==> src/rtl/lin_stat_pkg.sv <==
package lin_stat_pkg;

    localparam int DATA_W  = 8;
    localparam int ERR_W   = 8;
    localparam int ID_W    = 6;
    localparam int NUM_EVT = 3;
    localparam int ADDR_W  = 2;
    localparam int CODE_W  = 3;

    // first reserved identifier; the four reserved ones share the upper bits
    localparam logic [ID_W-1:0] RSVD_ID_BASE = 6'd60;

    typedef enum logic [ADDR_W-1:0] {
        REG_STATUS = 2'd0,
        REG_ERROR  = 2'd1,
        REG_ENABLE = 2'd2,
        REG_CTRL   = 2'd3
    } reg_sel_e;

    typedef struct packed {
        logic [CODE_W-1:0] code;
        logic              rsvd;
        logic              err_sum;
        logic              id_ok;
        logic              tx_ok;
        logic              rx_ok;
    } status_t;

    function automatic logic [CODE_W-1:0] id_status_code(input logic [ID_W-1:0] id);
        if (id[ID_W-1:2] == RSVD_ID_BASE[ID_W-1:2])
            return {1'b1, id[1:0]};
        return '0;
    endfunction

endpackage

==> src/rtl/lin_sticky_bit.sv <==
module lin_sticky_bit (
    input  logic clk,
    input  logic rst,
    input  logic set_i,
    input  logic clr_i,
    output logic q_o
);
    always_ff @(posedge clk) begin
        if (rst)        q_o <= 1'b0;
        else if (set_i) q_o <= 1'b1;
        else if (clr_i) q_o <= 1'b0;
    end
endmodule

==> src/rtl/lin_id_status.sv <==
module lin_id_status
    import lin_stat_pkg::*;
(
    input  logic              clk,
    input  logic              rst,
    input  logic              id_valid,
    input  logic [ID_W-1:0]   id_value,
    output logic [CODE_W-1:0] code_o
);
    always_ff @(posedge clk) begin
        if (rst)           code_o <= '0;
        else if (id_valid) code_o <= id_status_code(id_value);
    end
endmodule

==> src/rtl/lin_csum_sel.sv <==
module lin_csum_sel (
    input  logic clk,
    input  logic rst,
    input  logic start_i,
    input  logic mode_i,
    output logic incl_o
);
    always_ff @(posedge clk) begin
        if (rst)          incl_o <= 1'b0;
        else if (start_i) incl_o <= mode_i;
    end
endmodule

==> src/rtl/lin_status_irq.sv <==
module lin_status_irq
    import lin_stat_pkg::*;
(
    input  logic              clk,
    input  logic              rst,
    input  logic              evt_rx_ok,
    input  logic              evt_tx_ok,
    input  logic              evt_id_ok,
    input  logic [ERR_W-1:0]  err_evt,
    input  logic [ID_W-1:0]   id_value,
    input  logic              id_valid,
    input  logic              resp_cmd_start,
    input  logic [ADDR_W-1:0] reg_addr,
    input  logic              reg_wr,
    input  logic [DATA_W-1:0] reg_wdata,
    output logic [DATA_W-1:0] reg_rdata,
    output logic              irq,
    output logic [CODE_W-1:0] id_code,
    output logic              csum_incl_id
);
    localparam int NUM_FLAG = NUM_EVT + 1;

    reg_sel_e            sel;
    logic                wr_status;
    logic [NUM_EVT-1:0]  evt_vec;
    logic [NUM_EVT-1:0]  flags_q;
    logic [ERR_W-1:0]    err_q;
    logic                err_clr;
    logic                err_sum;
    logic [NUM_FLAG-1:0] en_q;
    logic                mode_q;
    status_t             stat;

    assign sel       = reg_sel_e'(reg_addr);
    assign wr_status = reg_wr && (sel == REG_STATUS);
    assign evt_vec   = {evt_id_ok, evt_tx_ok, evt_rx_ok};
    assign err_clr   = wr_status && reg_wdata[NUM_EVT];

    for (genvar i = 0; i < NUM_EVT; i++) begin : g_flag
        lin_sticky_bit u_flag (
            .clk  (clk),
            .rst  (rst),
            .set_i(evt_vec[i]),
            .clr_i(wr_status && reg_wdata[i]),
            .q_o  (flags_q[i])
        );
    end

    for (genvar k = 0; k < ERR_W; k++) begin : g_err
        lin_sticky_bit u_err (
            .clk  (clk),
            .rst  (rst),
            .set_i(err_evt[k]),
            .clr_i(err_clr),
            .q_o  (err_q[k])
        );
    end

    assign err_sum = |err_q;

    always_ff @(posedge clk) begin
        if (rst) begin
            en_q   <= '0;
            mode_q <= 1'b0;
        end else if (reg_wr) begin
            if (sel == REG_ENABLE) en_q   <= reg_wdata[NUM_FLAG-1:0];
            if (sel == REG_CTRL)   mode_q <= reg_wdata[0];
        end
    end

    lin_id_status u_id (
        .clk     (clk),
        .rst     (rst),
        .id_valid(id_valid),
        .id_value(id_value),
        .code_o  (id_code)
    );

    lin_csum_sel u_csum (
        .clk    (clk),
        .rst    (rst),
        .start_i(resp_cmd_start),
        .mode_i (mode_q),
        .incl_o (csum_incl_id)
    );

    always_comb begin
        stat         = '0;
        stat.rx_ok   = flags_q[0];
        stat.tx_ok   = flags_q[1];
        stat.id_ok   = flags_q[2];
        stat.err_sum = err_sum;
        stat.code    = id_code;
    end

    assign irq = |({err_sum, flags_q} & en_q);

    always_comb begin
        reg_rdata = '0;
        case (sel)
            REG_STATUS: reg_rdata = stat;
            REG_ERROR:  reg_rdata = err_q;
            REG_ENABLE: reg_rdata[NUM_FLAG-1:0] = en_q;
            REG_CTRL:   reg_rdata[0] = mode_q;
            default:    reg_rdata = '0;
        endcase
    end
endmodule

==> config.mk <==
export PLATFORM = sky130hd
export DESIGN_NAME = lin_status_irq
export DESIGN_NICKNAME = d
export VERILOG_FILES = /design/src/rtl/lin_stat_pkg.sv /design/src/rtl/lin_sticky_bit.sv /design/src/rtl/lin_id_status.sv /design/src/rtl/lin_csum_sel.sv /design/src/rtl/lin_status_irq.sv
export SDC_FILE = /design/constraint.sdc
export NUM_CORES = 1
export LEC_CHECK = 0
export ABC_CLOCK_PERIOD_IN_PS = 2100
export BUFFER_PORTS_ARGS = -buffer_cell sky130_fd_sc_hd__clkbuf_2
export CAP_MARGIN = 10
export CORE_UTILIZATION = 44
export DETAILED_ROUTE_END_ITERATION = 6
export PLACE_DENSITY = 0.84
export SYNTH_ARGS = -nofsm -noshare
export SYNTH_HDL_FRONTEND = slang
export SYNTH_SLANG_ARGS = --single-unit
==> constraint.sdc <==
create_clock -name clk -period 2.1 [get_ports clk]
set_clock_uncertainty 0.2 [all_clocks]
set_input_delay 0.315 -clock clk [delete_from_list [all_inputs] [get_ports clk]]
set_output_delay 0.315 -clock clk [all_outputs]
set_load 0.02 [all_outputs]
==> qor.log, run 1 <==
qor: clocking.cts.path.max_buffers 2
qor: floorplanning.floorplan.initialDensity 49.2%
qor: cells_and_area.finalCoreUtilization 64.0%
qor: route.routed_wl 2.18 mm
qor: placed_design.placed_cells 165
qor: grt.first_global_vias 761
qor: timing.max-slew-margin-rel 73.9%
qor: setup_path.setup.worst_path.start_class register
qor: cells_and_area.leading_cell_type_in_the_layout_fill_and_taps_excluded sky130_fd_sc_hd__clkbuf_2
qor: timing.final_critical_path_setup_slack -0.0547 ns
qor: yosys.gate_count_of_the_mapped_netlist 103
qor: floorplanning.die_w 47.1 µm
qor: timing.final_max_slew_viol_count 0
qor: clocking.hold_buffers 0
qor: route.first_pass_detailed_route_iteration_total 4
qor: worst_hold_path.hold_path.class input pin to register
qor: yosys.synth-async-reset-ratio 0%
qor: cells_and_area.layout-drive-gt1-share 36.6%
qor: grt.global_route_met3_usage 4.62%
qor: placed_design.placement.setup.worst_slack 0.266 ns
qor: yosys.mappedNetlistNets 135
qor: floorplanning.floorplan.core_area 0.00182 mm²
qor: floorplanning.dieHeight 47.1 µm
qor: yosys.post-synth-top-area-fraction 44.7%
qor: timing.worst_pin_slew 0.392 ns
qor: cells_and_area.layout-area-overhead-vs-synth 30.0%
qor: route.detail_route.iter0.violations 18
qor: timing.finalWorstPathRequiredPeriod 2.15 ns
qor: yosys.synth.cell_area 896 µm²
qor: job.cap_viol_max_count 0
qor: setup_path.worstSetupStartpoint g_err[2].u_err.q_o$_SDFFE_PP0P_
qor: grt.globalRoute.busiestLayer met2
qor: grt.number_of_antenna_violations_at_the_first_check_in_global_routing 0
qor: grt.globalRouteOverflowTotal 0
qor: grt.globalRouteMet1Util 29.2%
qor: grt.grt_first_pass_wirelength 3.39 mm
qor: yosys.postSynthRegisterBits 20
qor: clocking.ctsHtreeMaxLevel 1
qor: yosys.synthFlopType sky130_fd_sc_hd__dfxtp_1
qor: placed_design.final_weighted_congestion_in_routability_driven_placement 0.723
qor: clocking.clock_sinks 20
qor: route.routedWlPerCell 12.8 µm
qor: power_and_ir_drop.worst_ir_drop_vdd 0.560 mV
qor: route.drc_errors 0
qor: grt.pin_count_of_the_biggest_net_entering_global_routing 21
qor: power_and_ir_drop.p_leak 0.564 nW
qor: timing.setup-violations-final 1
qor: timing.hold_viol_final 0
qor: timing.maxClockFrequency 464 MHz
qor: clocking.clk_latency 0.29 ns
qor: route.detail-route-antenna-nets 0
qor: route.route.vias.total 907
qor: yosys.library_cells_used_by_synthesis 27
qor: yosys.yosys_warnings 0
qor: route.drt-vias-per-instance 5.34
qor: setup_path.critical_path_peak_fanout 2
qor: setup_path.critPathCaptureType output pin
qor: placed_design.port_buffers 40
qor: setup_path.critPathKind register to output pin
qor: yosys.synth_area_leaders sky130_fd_sc_hd__dfxtp_1 (45%), sky130_fd_sc_hd__mux2i_1 (8.9%), sky130_fd_sc_hd__nor2_1 (7.5%), sky130_fd_sc_hd__a21oi_1 (7.3%), sky130_fd_sc_hd__nand2_1 (2.9%)
qor: setup_path.cp_data_required_time 1.58 ns
qor: setup_path.rr_startpoint g_flag[1].u_flag.q_o$_SDFFE_PP0P_
qor: clocking.cts_root_buffer sky130_fd_sc_hd__clkbuf_4
qor: grt.globalRouteMet2Util 36.1%
qor: clocking.tritoncts yes
qor: worst_hold_path.worst_hold_startpoint err_evt[6]
qor: run_status.status finished with violations
qor: grt.grt.total_usage 22.3%
qor: yosys.syn_area_per_cell 8.70 µm²
qor: timing.fin_hold_ws 0.0245 ns
qor: power_and_ir_drop.p_per_area 622 mW/mm²
qor: yosys.count_of_flip_flops_with_a_built_in_enable_after_synthesis 0
qor: floorplanning.top_level_ports 45
qor: setup_path.critPathArrivalTime 1.64 ns
qor: placed_design.dpl.hpwl 1.63 mm
qor: run_status.violated_checks negative setup slack
qor: timing.period_share 103%
qor: cells_and_area.post_layout_nonfiller_instances 170
qor: clocking.cts.reportedPaths.clkPinSlew 0.10 ns
qor: timing.grt_setup_unrepaired yes
qor: floorplanning.design.die.area 0.00222 mm²
qor: clocking.tritoncts.num_buffers 3
qor: yosys.yosysTopAreaCell sky130_fd_sc_hd__dfxtp_1
qor: cells_and_area.net_count_final 179
qor: cells_and_area.layout.cells.most_common_list sky130_fd_sc_hd__clkbuf_2 (38), sky130_fd_sc_hd__nor2_1 (18), sky130_fd_sc_hd__dfxtp_1 (18)
qor: yosys.synth_seq_area_share 44.7%
qor: floorplanning.rows 15
qor: cells_and_area.antenna_cells_inserted 0
worst paths after layout:
path / endpoint / slack (ns) / cells after the start
setup / recovery: reg_rdata[3] / -0.05 / 4
hold / removal: g_err[6].u_err.q_o$_SDFFE_PP0P_ / 0.02 / 3
setup reg to reg: g_flag[1].u_flag.q_o$_SDFFE_PP0P_ / 1.13 / 2
hold reg to reg: en_q[2]$_SDFFE_PP0P_ / 0.30 / 2
repair_timing:
action / CTS / global route
cloned: 0 / 0
gates resized for setup: 5 / 2
endpoints found under the setup margin: 2 / 2
buffers inserted: 2 / 0
critical path, cell delays in order, from the launching register on:
cell                      delay [ns]
sky130_fd_sc_hd__dfxtp_2        0.34
sky130_fd_sc_hd__or4_4          0.54
sky130_fd_sc_hd__o31ai_2        0.22
sky130_fd_sc_hd__o21ai_1        0.09
sky130_fd_sc_hd__buf_4          0.17
synthesized netlist by cell type, types with 2 or more instances:
library cell               number
sky130_fd_sc_hd__dfxtp_1       20
sky130_fd_sc_hd__nor2_1        18
sky130_fd_sc_hd__a21oi_1       13
sky130_fd_sc_hd__mux2i_1        8
sky130_fd_sc_hd__nand2_1        7
sky130_fd_sc_hd__inv_1          4
sky130_fd_sc_hd__nand3_1        4
sky130_fd_sc_hd__a311oi_1       3
sky130_fd_sc_hd__clkbuf_1       3
sky130_fd_sc_hd__nand2b_1       3
sky130_fd_sc_hd__o21ai_0        3
sky130_fd_sc_hd__nand4_1        2
power breakdown:
group	switching, mW	leakage (nW)	total [mW]	internal, mW
clock	0.109	0.0138	0.176	0.0667
sequential	0.0157	0.166	0.415	0.400
combinational	0.0702	0.385	0.133	0.0631
total	0.195	0.564	0.724	0.529
sequential cells by signal, indices dropped and copies added (netlist names):
| signal | count |
|---|---|
| en_q | 4 |
| u_csum.incl_o | 1 |
| u_id.code_o | 3 |
| g_flag.u_flag.q_o | 3 |
| g_err.u_err.q_o | 8 |
| mode_q | 1 |
metrics by stage:
step	instance area [µm²]	setup TNS (ns)	total power, mW
2_1_floorplan	896	0	0.492
3_3_place_gp	1120	0	0.543
3_5_place_dp	1120	0	0.548
4_1_cts	1160	-0.0489	0.730
5_1_grt	1160	-0.151	0.757
6_report	1160	-0.0547	0.724
cell type report:
type,count,area [µm²]
Timing Repair Buffer,44,233
Sequential cell,20,403
Fill cell,162,656
Multi-Input combinational cell,74,460
Inverter,4,15.0
Tap cell,25,31.3
Clock buffer,3,22.5
kinds of logic (layout without fill, tap and decap cells):
| kind of cell | count (synthesis) | in the layout | share of synthesized area (%) |
|---|---|---|---|
| AO/OA/AOI/OAI | 23 | 23 | 15.9 |
| buffers and inverters | 9 | 51 | 4.33 |
| flip-flops | 20 | 20 | 44.7 |
| multiplexers | 9 | 9 | 11.5 |
| AND/OR/NAND/NOR | 42 | 42 | 23.6 |
routing by layer:
layer	up-vias	routed length, µm
met5	-	0
met4	0	21
met3	2	108
met2	26	1110
met1	427	935
li1	452	-
(Power assumes the default switching activity.)
==> run 2: changes to the inputs <==
--- a/config.mk
+++ b/config.mk
@@ -9,6 +9,7 @@
 export BUFFER_PORTS_ARGS = -buffer_cell sky130_fd_sc_hd__clkbuf_2
 export CAP_MARGIN = 10
 export CORE_UTILIZATION = 44
+export CTS_BUF_LIST = sky130_fd_sc_hd__clkbuf_16
 export DETAILED_ROUTE_END_ITERATION = 6
 export PLACE_DENSITY = 0.84
 export SYNTH_ARGS = -nofsm -noshare
==> run 2 against run 1 <==
Effect of this change: the run now ends clean; via count fell by 0.55%; worst setup slack improved by 0.064 ns; worst hold slack improved by 0.054 ns; critical path depth did not move; fmax rose by 3.1%; largest cell class unchanged; largest power group unchanged; highest routed layer unchanged.
==> qor.log, run 2 (synthesis results as in run 1) <==
qor: floorplanning.floorplan.initialDensity 49.2%
qor: cells_and_area.antenna_cells_inserted 0
qor: clocking.cts.path.max_buffers 2
qor: route.drt-vias-per-instance 5.34
qor: route.routedWlPerCell 12.8 µm
qor: timing.period_share 99.5%
qor: setup_path.critPathCaptureType output pin
qor: grt.grt.total_usage 22.4%
qor: placed_design.final_weighted_congestion_in_routability_driven_placement 0.723
qor: placed_design.dpl.hpwl 1.63 mm
qor: timing.final_max_slew_viol_count 0
qor: timing.hold_viol_final 0
qor: run_status.status finished clean
qor: job.cap_viol_max_count 0
qor: clocking.tritoncts yes
qor: cells_and_area.area_of_combinational_cells_with_multiple_inputs 460 µm²
qor: cells_and_area.net_count_final 178
qor: setup_path.critPathArrivalTime 1.58 ns
qor: grt.first_global_vias 772
qor: power_and_ir_drop.p_leak 0.582 nW
qor: grt.number_of_antenna_violations_at_the_first_check_in_global_routing 0
qor: timing.setup-violations-final 0
qor: floorplanning.die_w 47.1 µm
qor: clocking.ctsHtreeMaxLevel 1
qor: grt.globalRouteOverflowTotal 0
qor: floorplanning.design.die.area 0.00222 mm²
qor: clocking.tritoncts.num_buffers 3
qor: clocking.clk_latency 0.25 ns
qor: route.detail-route-antenna-nets 0
qor: cells_and_area.regArea 404 µm²
qor: worst_hold_path.hold_path.class input pin to register
qor: timing.finalWorstPathRequiredPeriod 2.09 ns
qor: cells_and_area.layout-drive-gt1-share 36.8%
qor: cells_and_area.layout.cells.most_common_list sky130_fd_sc_hd__clkbuf_2 (39), sky130_fd_sc_hd__nor2_1 (18), sky130_fd_sc_hd__dfxtp_1 (17)
qor: timing.grt_setup_unrepaired yes
qor: floorplanning.dieHeight 47.1 µm
qor: grt.pin_count_of_the_biggest_net_entering_global_routing 21
qor: timing.maxClockFrequency 478 MHz
qor: timing.worst_pin_slew 0.382 ns
qor: power_and_ir_drop.worst_ir_drop_vdd 0.575 mV
qor: clocking.clock_sinks 20
qor: setup_path.cp_data_required_time 1.58 ns
qor: setup_path.critPathKind register to output pin
qor: clocking.cts.reportedPaths.clkPinSlew 0.05 ns
qor: placed_design.port_buffers 40
qor: floorplanning.top_level_ports 45
qor: setup_path.critical_path_peak_fanout 3
qor: route.routed_wl 2.17 mm
qor: cells_and_area.top_regs g_err.u_err.q_o: 8 flops, en_q: 4 flops
qor: clocking.cts_root_buffer sky130_fd_sc_hd__clkbuf_16
qor: power_and_ir_drop.p_per_area 763 mW/mm²
qor: route.detail_route.iter0.violations 43
qor: placed_design.placed_cells 165
qor: cells_and_area.layout-area-overhead-vs-synth 35.2%
qor: clocking.hold_buffers 0
qor: cells_and_area.n_fill_cell 156
qor: route.first_pass_detailed_route_iteration_total 4
qor: cells_and_area.leading_cell_type_in_the_layout_fill_and_taps_excluded sky130_fd_sc_hd__clkbuf_2
qor: cells_and_area.post_layout_nonfiller_instances 169
qor: floorplanning.rows 15
qor: route.route.vias.total 902
qor: setup_path.setup.worst_path.start_class register
qor: cells_and_area.largest_reg_flops 8
qor: floorplanning.floorplan.core_area 0.00182 mm²
qor: cells_and_area.top_register g_err.u_err.q_o
qor: route.drc_errors 0
qor: timing.max-slew-margin-rel 74.6%
qor: grt.grt_first_pass_wirelength 3.46 mm
qor: power_and_ir_drop.power 0.924 mW
## run 2: final timing paths
kind	start	end	slack, ns	cells past startpoint
setup / recovery	g_err[2].u_err.q_o$_SDFFE_PP0P_	reg_rdata[3]	0.01	4
hold / removal	err_evt[0]	g_err[0].u_err.q_o$_SDFFE_PP0P_	0.08	3
setup reg to reg	g_flag[1].u_flag.q_o$_SDFFE_PP0P_	g_flag[1].u_flag.q_o$_SDFFE_PP0P_	1.14	2
hold reg to reg	en_q[2]$_SDFFE_PP0P_	en_q[2]$_SDFFE_PP0P_	0.28	2
## run 2: stage by stage
stage | util (%) | setup WS, ns | cell area, µm² | hold slack [ns] | TNS, ns
after floorplan | - | 0.376 | 896 | 0.224 | 0
after global placement | 61.4 | 0.279 | 1120 | 0.259 | 0
after detailed placement | 61.4 | 0.266 | 1120 | 0.271 | 0
after CTS | 66.0 | 0.00306 | 1200 | 0.0761 | 0
after global routing | 66.5 | -0.0273 | 1210 | 0.0827 | -0.0273
final | 66.5 | 0.00970 | 1210 | 0.0784 | 0
## run 2: timing repair
action,4_1_cts,5_1_grt
setup buffers,0,1
pin swaps,1,2
cloned,0,0
gates resized for setup,5,2
setup endpoints to repair,2,1
## run 2: area by class of cell
cell class	instances	share of cell area (%)
sequential	20	33.4
tap	25	2.58
inverter	4	1.24
timing repair buffer	43	18.6
clock buffer	3	6.20
multi-input combinational	74	38.0
## run 2: critical path, stage by stage, from the launching register on
cell                      delay [ns]
sky130_fd_sc_hd__dfxtp_2        0.32
sky130_fd_sc_hd__or4_4          0.54
sky130_fd_sc_hd__o31ai_2        0.22
sky130_fd_sc_hd__o21ai_1        0.10
sky130_fd_sc_hd__buf_4          0.16
## run 2: power breakdown
part / switching (mW) / internal [mW]
Combinational: 0.0690 / 0.0615
Sequential: 0.0166 / 0.401
Clock: 0.126 / 0.250
## run 2: metal layers
layer  vias to the layer above  wire [µm]  GRT usage [%]  part of all wire (%)
met3                         2        162           5.00                   7.5
met1                       406        924           31.4                    43
met4                         0         10           8.00                  0.46
met5                         -          0              0                     0
met2                        41       1070           33.9                    49
li1                        453          -              -                     -
